## src/rtl/lb3_pkg.sv

```systemverilog
package lb3_pkg;
  // Chain index feeding window slot (wr, wc); wr/wc = 0 is top/left.
  function automatic int tap_index(input int row_w, input int wr, input int wc);
    return (2 - wr) * row_w + (2 - wc);
  endfunction
endpackage

```

## src/rtl/lb3_shift.sv

```systemverilog
module lb3_shift #(
  parameter int PIX_W = 8,
  parameter int ROW_W = 8
) (
  input  logic               clk,
  input  logic               rst,
  input  logic               shift_en,
  input  logic [PIX_W-1:0]   din,
  output logic [9*PIX_W-1:0] win
);
  import lb3_pkg::*;
  localparam int DEPTH = 2 * ROW_W + 3;

  logic [PIX_W-1:0] chain [DEPTH];

  // Not reset: contents only matter once the fill count qualifies them.
  always_ff @(posedge clk) begin
    if (shift_en) begin
      chain[0] <= din;
      for (int i = 1; i < DEPTH; i++) chain[i] <= chain[i-1];
    end
  end

  for (genvar k = 0; k < 9; k++) begin : g_tap
    assign win[k*PIX_W +: PIX_W] = chain[tap_index(ROW_W, k / 3, k % 3)];
  end


  head_load_chk: assert property (@(posedge clk) disable iff (rst)
    shift_en |=> win[8*PIX_W +: PIX_W] == $past(din));

  tail_move_chk: assert property (@(posedge clk) disable iff (rst)
    shift_en |=> chain[DEPTH-1] == $past(chain[DEPTH-2]));

  idle_hold_chk: assert property (@(posedge clk) disable iff (rst)
    !shift_en |=> $stable(win));
endmodule

```

## src/rtl/lb3_track.sv

```systemverilog
module lb3_track #(
  parameter int ROW_W    = 8,
  parameter int ROW_BITS = 10,
  localparam int COL_BITS = $clog2(ROW_W)
) (
  input  logic                clk,
  input  logic                rst,
  input  logic                in_valid,
  input  logic                sof,
  output logic                win_valid,
  output logic [ROW_BITS-1:0] cen_row,
  output logic [COL_BITS-1:0] cen_col
);
  localparam int FILL      = 2 * ROW_W + 3;
  localparam int FILL_BITS = $clog2(FILL + 1);

  logic [COL_BITS-1:0]  nxt_col, cur_col;
  logic [ROW_BITS-1:0]  nxt_row, cur_row;
  logic [FILL_BITS-1:0] fill, cur_fill, fill_inc;
  logic                 row_end;

  always_comb begin
    cur_col  = sof ? '0 : nxt_col;
    cur_row  = sof ? '0 : nxt_row;
    cur_fill = sof ? '0 : fill;
    fill_inc = (cur_fill == FILL_BITS'(FILL)) ? cur_fill : cur_fill + 1'b1;
    row_end  = (cur_col == COL_BITS'(ROW_W - 1));
  end

  always_ff @(posedge clk) begin
    if (rst) begin
      nxt_col   <= '0;
      nxt_row   <= '0;
      fill      <= '0;
      win_valid <= 1'b0;
      cen_row   <= '0;
      cen_col   <= '0;
    end else if (in_valid) begin
      nxt_col   <= row_end ? '0 : cur_col + 1'b1;
      nxt_row   <= row_end ? cur_row + 1'b1 : cur_row;
      fill      <= fill_inc;
      win_valid <= (fill_inc == FILL_BITS'(FILL)) && (cur_col >= COL_BITS'(2));
      cen_row   <= cur_row - 1'b1;
      cen_col   <= cur_col - 1'b1;
    end else begin
      win_valid <= 1'b0;
      if (sof) begin
        nxt_col <= '0;
        nxt_row <= '0;
        fill    <= '0;
      end
    end
  end


  centre_col_chk: assert property (@(posedge clk) disable iff (rst)
    win_valid |-> (cen_col >= COL_BITS'(1)) && (cen_col <= COL_BITS'(ROW_W - 2)));

  centre_row_chk: assert property (@(posedge clk) disable iff (rst)
    win_valid |-> cen_row != '1);

  idle_drop_chk: assert property (@(posedge clk) disable iff (rst)
    !in_valid |=> !win_valid);

  new_frame_chk: assert property (@(posedge clk) disable iff (rst)
    (in_valid && sof) |=> !win_valid && cen_col == '1);

  col_step_chk: assert property (@(posedge clk) disable iff (rst)
    (in_valid && !sof && $past(in_valid) && !$past(sof) && $past(!rst) && win_valid)
      |=> cen_col == $past(cen_col) + 1'b1 || cen_col == '1);
endmodule

```

## src/rtl/lb3_window.sv

```systemverilog
module lb3_window #(
  parameter int PIX_W    = 8,
  parameter int ROW_W    = 8,
  parameter int ROW_BITS = 10,
  localparam int COL_BITS = $clog2(ROW_W)
) (
  input  logic                clk,
  input  logic                rst,
  input  logic                sof,
  input  logic                in_valid,
  input  logic [PIX_W-1:0]    in_pix,
  output logic                win_valid,
  output logic [9*PIX_W-1:0]  win_pix,
  output logic [ROW_BITS-1:0] cen_row,
  output logic [COL_BITS-1:0] cen_col
);
  lb3_shift #(.PIX_W(PIX_W), .ROW_W(ROW_W)) u_shift (
    .clk      (clk),
    .rst      (rst),
    .shift_en (in_valid),
    .din      (in_pix),
    .win      (win_pix)
  );

  lb3_track #(.ROW_W(ROW_W), .ROW_BITS(ROW_BITS)) u_track (
    .clk       (clk),
    .rst       (rst),
    .in_valid  (in_valid),
    .sof       (sof),
    .win_valid (win_valid),
    .cen_row   (cen_row),
    .cen_col   (cen_col)
  );
endmodule

```

## config.mk

```make
export PLATFORM = sky130hd
export DESIGN_NAME = lb3_window
export DESIGN_NICKNAME = d
export VERILOG_FILES = /design/src/rtl/lb3_pkg.sv /design/src/rtl/lb3_shift.sv /design/src/rtl/lb3_track.sv /design/src/rtl/lb3_window.sv
export SDC_FILE = /design/constraint.sdc
export NUM_CORES = 1
export LEC_CHECK = 0
export ABC_AREA = 1
export BUFFER_PORTS_ARGS = -buffer_cell sky130_fd_sc_hd__buf_2
export CAP_MARGIN = 20
export CORE_UTILIZATION = 46
export CTS_CLUSTER_SIZE = 12
export DETAILED_ROUTE_END_ITERATION = 6
export GPL_ROUTABILITY_DRIVEN = 1
export PLACE_DENSITY = 0.67
export SLEW_MARGIN = 20
export SYNTH_ARGS = -nofsm -noshare
export SYNTH_HDL_FRONTEND = slang
export SYNTH_SLANG_ARGS = --single-unit
```

## constraint.sdc

```tcl
create_clock -name clk -period 2.2 [get_ports clk]
set_input_delay 0.44 -clock clk [delete_from_list [all_inputs] [get_ports clk]]
set_output_delay 0.44 -clock clk [all_outputs]
set_load 0.05 [all_outputs]
```

## Word-level counts from Yosys, hierarchy flattened

Memories as Yosys holds them, arrays and structs flattened.
Index checks and enable logic that the tools add are counted.

- Multiplexer cells: 11
- Shifts and indexed selects: 0
- Divide/modulo/power cells: 0
- Bitwise operators: 1
- Reduce and logical (&&, ||, !) cells: 2
- Multipliers: 0
- $lt $le $gt $ge: 1
- Add/subtract/negate cells: 5
- Eq/ne operators: 3

Operator list:

| kind | number |
|---|---|
| two-way mux 10 bit | 3 |
| two-way mux 5 bit | 3 |
| adder 10 x 1 -> 10 bit, second input constant | 1 |
| equality test 5 bit, second input constant | 2 |
| subtractor 10 x 1 -> 10 bit, second input constant | 1 |
| two-way mux 3 bit | 3 |
| adder 5 x 1 -> 5 bit, second input constant | 1 |
| adder 3 x 1 -> 3 bit, second input constant | 1 |
| equality test 3 bit, second input constant | 1 |
| greater-or-equal comparator 3 x 2 -> 1 bit, second input constant | 1 |
| subtractor 3 x 1 -> 3 bit, second input constant | 1 |
| two-way mux 1 bit | 2 |
| OR reduction 2 bit | 1 |
| logical AND 1 bit | 1 |
| NOT 1 bit | 1 |

- Register bits after elaboration: 32
- Output and inout port bits: 86
- Bits in read-only memories: 0
- Input bits: 12
- Bits in latches: 0
- Memories: 1
- Logic and storage cells: 30
- Bits in writable memories: 152

Memory list:

| memory | depth | width | rd ports | clocked after memory_dff | wr ports | RTL line | source |
|---|---|---|---|---|---|---|---|
| u_shift.chain | 19 | 8 | 19 | 0 | 19 | lb3_shift.sv:14 | `logic [PIX_W-1:0] chain [DEPTH];` |

## Depth between registers and ports, before layout

- Word-level depth: 5
- Gate-level depth with buffers: 14
- Depth with buffers taken out: 13

## Cells and area by module

A second synthesis with hierarchy kept.

- Cell total of the unflattened synthesis: 393
- Area, all modules: 6298.5 um2

Modules (own cells, without submodules):

| module | sequential area each (um2) | area each (um2) | cells an instance | instances |
|---|---|---|---|---|
| lb3_shift | 4564.4 | 4564.4 | 152 | 1 |
| lb3_track | 640.6 | 1734.2 | 241 | 1 |

## Least setup slack after synthesis

Ideal clock, no wire load.

- Path kind: input-to-reg
- From: in sof
- To: reg u_track.nxt_row[8]
- Library setup time: 0.064 ns
- Data arrival time: 1.883 ns
- Stages on the path: 14
- Slack: 0.254 ns
- Data required time: 2.136 ns
- Buffers on the path: 1
- Cells stage by stage: inv_2 -> buf_8 -> nand2_1 -> inv_1 -> ha_1 -> ha_1 -> nand2_1 -> nor2_2 -> nand3_1 -> nor2_2 -> nand3_1 -> nand2_1 -> inv_1 -> nor2_1

- Cells in the longest elaborated chain, start to end: 4
- Elaborated cells between the ends (all ways): 6
- Classes of those cells: add/sub: 1; eq/ne: 1; mux: 4

Ends and longest elaborated chain:

| item | RTL line | source |
|---|---|---|
| start, declared | lb3_window.sv:9 | `input logic sof,` |
| two-way mux 10 bit / two-way mux 3 bit (equally long branches) | -- |  |
| adder 10 x 1 -> 10 bit / equality test 3 bit (equally long branches) | lb3_track.sv:40, lb3_track.sv:27 |  |
| two-way mux 10 bit | lb3_track.sv:40 | `nxt_row <= row_end ? cur_row + 1'b1 : cur_row;` |
| two-way mux 10 bit * | lb3_track.sv:38 | `end else if (in_valid) begin` |
| end signal, assigned | lb3_track.sv:40 |  |
| end, declared | lb3_track.sv:18 | `logic [ROW_BITS-1:0] nxt_row, cur_row;` |

Mark *: on every way between the ends. The rest lies on a longest branch, timed or not.
A chain may end at the register's enable or synchronous reset.

## Worst setup path after layout

- From: reg u_track.nxt_col[0]
- To: reg u_track.nxt_row[8]

- Cells in the longest elaborated chain, start to end: 4

Ends and longest elaborated chain:

| item | RTL line | source |
|---|---|---|
| start, declared | lb3_track.sv:17 | `logic [COL_BITS-1:0] nxt_col, cur_col;` |
| start signal, assigned | lb3_track.sv:39 | `nxt_col <= row_end ? '0 : cur_col + 1'b1;` |
| two-way mux 3 bit | -- |  |
| equality test 3 bit | lb3_track.sv:27 | `row_end = (cur_col == COL_BITS'(ROW_W - 1));` |
| two-way mux 10 bit | lb3_track.sv:40 |  |
| two-way mux 10 bit | lb3_track.sv:38 |  |

No other way between the ends.

==> summary.md <==
| Metric | Value |
|---|---|
| Outcome | `finished clean` |
| Post-CTS Resized | `0` |
| Pins Over Slew Limit | `0` |
| Worst EP arrival | `2.19 ns` |
| Most frequent cells in the layout | `edfxtp_1 (152), buf_2 (96), nand2_1 (58), inv_1 (32), dfxtp_1 (32)` |
| Number of global-route vias before repair | `about 3300` |
| Detailed-route vias per instance | `4.821` |
| Detail Route Antenna Nets | `0` |
| Placer congestion estimate | `roughly 0.84` |
| Cts bufs inserted | `17` |
| Worst-Margin Slew | `about 0.5 ns` |
| Cell Chain, Critical Path | `inv_1, nor2_1, ha_1, ha_1, nand2_1, nor2_2, nand3_1, nor2_2, nand3_1, nand2_1, inv_1, nor2_1` |
| Post-cts hold buffer count | `0` |
| Root buf cell | `clkbuf_16` |
| WP data required | `2.55 ns` |
| Synth Instances | `between 400 and 500` |
| Crit path kind | `register to register` |
| First drt pass iteration count | `4` |
| Skew-Pair Late Insertion Delay | `a little over 0.4 ns` |
| Hold Vio Cnt, Final | `0` |
| Netlist cell types | `28` |
| Clk buf depth | `2` |
| Post-CTS Repair Setup Buffers | `0` |
| Final net count | `around 530` |
| Mapped cell area | `roughly 6300 um2` |
| Mapped Nets | `421` |
| Crit. Startpoint | `u_track.nxt_col[0]` |
| Avg WL per Cell | `about 13 um` |
| # rows | `42` |
| Register area share after synthesis | `~83%` |
| Initial antenna violation count | `0` |
| Max Clock Skew | `approximately 0.0048 ns` |
| ANT cells | `0` |
| Final setup viols | `0` |
| RSZ-0062 raised after global routing | `no` |
| Crit-path max FO | `4` |
| Global-route wire length before repair | `roughly 16000 um` |
| Max VDD drop | `approximately 0.59 mV` |
| Syn Area/Cell | `15.65 um2` |
| Worst Setup Start Kind | `register` |
| Area Growth Syn to Fin | `20.32%` |
| CTS Sinks | `roughly 180` |
| FF-to-FF Start | `u_track.nxt_col[0]` |
| Period utilization | `a little over four fifths` |
| Leak Pwr | `3.124 nW` |
| Most common cell after layout, fill and taps aside | `edfxtp_1` |
| Die X | `between 100 and 150 um` |
| Crit path largest cell delay | `a little over 0.3 ns` |
| Total negative slack | `0 ns` |
| Maxcap violations | `0` |
| Hold/Removal Path Class | `primary input to register` |
| DIE HEIGHT | `between 100 and 150 um` |
| Share of cells above drive strength 1 | `27.41%` |
| Die ar. | `between 10000 and 15000 um2` |
| Grt total ovfl | `0` |
| Worst path top cell family by delay | `simple AND/OR/NAND/NOR gates` |
| Initial cell density of the core | `between 40% and 50%` |
| Hold path startpoint | `in_pix[2]` |
| Port Buf Inserts | `97` |
| Yosys reg bits | `184` |
| I/O pin total | `between 90 and 100` |
| DR iter-0 viols | `278` |
| Slowest CP cell | `dfxtp_1` |
| Slew headroom | `about two thirds` |
| FILL cells | `between 1000 and 1500` |
| Worst hold slack | `0.2043 ns` |
| Clock Pin Slew Worst Setup and Hold Paths | `about 0.06 ns` |
| DP HPWL | `~6100 um` |
| Tmin final | `between 1.5 and 2 ns` |
| Drt drc | `0` |
| TritonCTS clock tree | `done` |
| H-tree depth | `4` |
| Power per cell area | `~990 nW/um2` |
| DR vias | `~3400` |
| Gr usage total | `~14%` |
| Buf/Inv on CP | `2` |
| WL final | `approximately 9500 um` |
| Largest net degree at the start of global routing | `62` |
| Peak Freq | `between 0.5 and 0.6 GHz` |
| Core ar. | `about 13000 um2` |
| Worst setup EP type | `register` |
| Warnings, synthesis | `0` |
==> per-layer routing <==
layer | wire length (um) | global-route usage [%] | vias to the layer above
met5 | 0 | 0 | -
met2 | 4368 | 21.80 | 121
met3 | 570 | 5.843 | 17
li1 | - | - | 1649
met4 | 152 | 4.905 | 0
met1 | 4413 | 18.88 | 1612
==> through the flow <==
step | util [%] | cells | setup WS, ns | instance area (um2) | power, mW
after global routing | 57.07 | 705 | 0.1994 | 7587 | 7.816
after floorplan | - | 403 | 0.2537 | 6306 | 4.536
after CTS | 57.07 | 705 | 0.3599 | 7587 | 7.622
final | 57.07 | 705 | 0.3590 | 7587 | 7.539
after detailed placement | 52.80 | 673 | 0.06018 | 7020 | 4.730
after global placement | 52.80 | 673 | 0.1312 | 7020 | 4.711
==> layout make-up <==
type                    instances  area [um2]  share of cell area (%)
clock buffers                  28       496.7                   6.547
repair buffers                103       561.8                   7.404
flip-flops and latches        184        5205                   68.60
inverters                      34       127.6                   1.682
well taps                     176       220.2                   2.902
clock inverters                 4       70.07                  0.9235
multi-input cells             176       905.9                   11.94
==> Yosys cell counts (all sizes together) <==
master	instances	area share, %
edfxtp	152	72
nand2	63	4.0
inv	34	2.0
nor2	34	2.4
dfxtp	32	10
a21oi	23	1.8
nand3	22	2.1
o21ai	18	1.5
buf	7	0.95
ha	6	1.2
nand4	5	0.69
clkbuf	2	0.12
xor2	2	0.28
o21a	1	0.12
o21bai	1	0.12
o221ai	1	0.14
==> logic make-up (layout without fill, tap and decap cells) <==
logic type               count (synthesis)  count (layout)  synth area share [%]
adder cells (fa/ha/maj)                  6               6                 1.190
buffers and inverters                   43             169                 3.095
AND/OR/NAND/NOR                        124             124                 9.206
flip-flops                             184             184                 82.54
XOR/XNOR                                 2               2                0.2778
AO/OA/AOI/OAI                           44              44                 3.691
==> worst reg2reg max path: stages (launching register included) <==
cell     delay [ns]
dfxtp_1        0.31
inv_1          0.04
nor2_1         0.16
ha_1           0.19
ha_1           0.22
nand2_1        0.13
nor2_2         0.14
nand3_1        0.13
nor2_2         0.17
nand3_1        0.09
nand2_1        0.07
inv_1          0.04
nor2_1         0.08
==> state kept, by name, indices dropped and copies added, names as in the netlist <==
name	count
u_track.cen_col	3
u_track.fill	5
u_track.cen_row	10
u_track.win_valid	1
u_shift.chain	152
u_track.nxt_row	10
u_track.nxt_col	3
==> power breakdown <==
group          switching (mW)  leakage, nW  internal (mW)  total [mW]
Sequential             0.0694         1.75           3.99        4.06
Clock                    1.12        0.277           1.76        2.89
Combinational           0.488         1.10          0.108       0.596
Total                    1.68         3.12           5.86        7.54
==> final timing paths <==
| path | end | slack [ns] | cells after the start |
|---|---|---|---|
| min | u_shift.chain[0][2] | 0.20 | 1 |
| min reg2reg | u_shift.chain[7][0] | 0.42 | 0 |
| max | u_track.nxt_row[8] | 0.36 | 12 |
| max reg2reg | u_track.nxt_row[8] | 0.36 | 12 |
No activity file was read; power rests on OpenSTA's default activity.
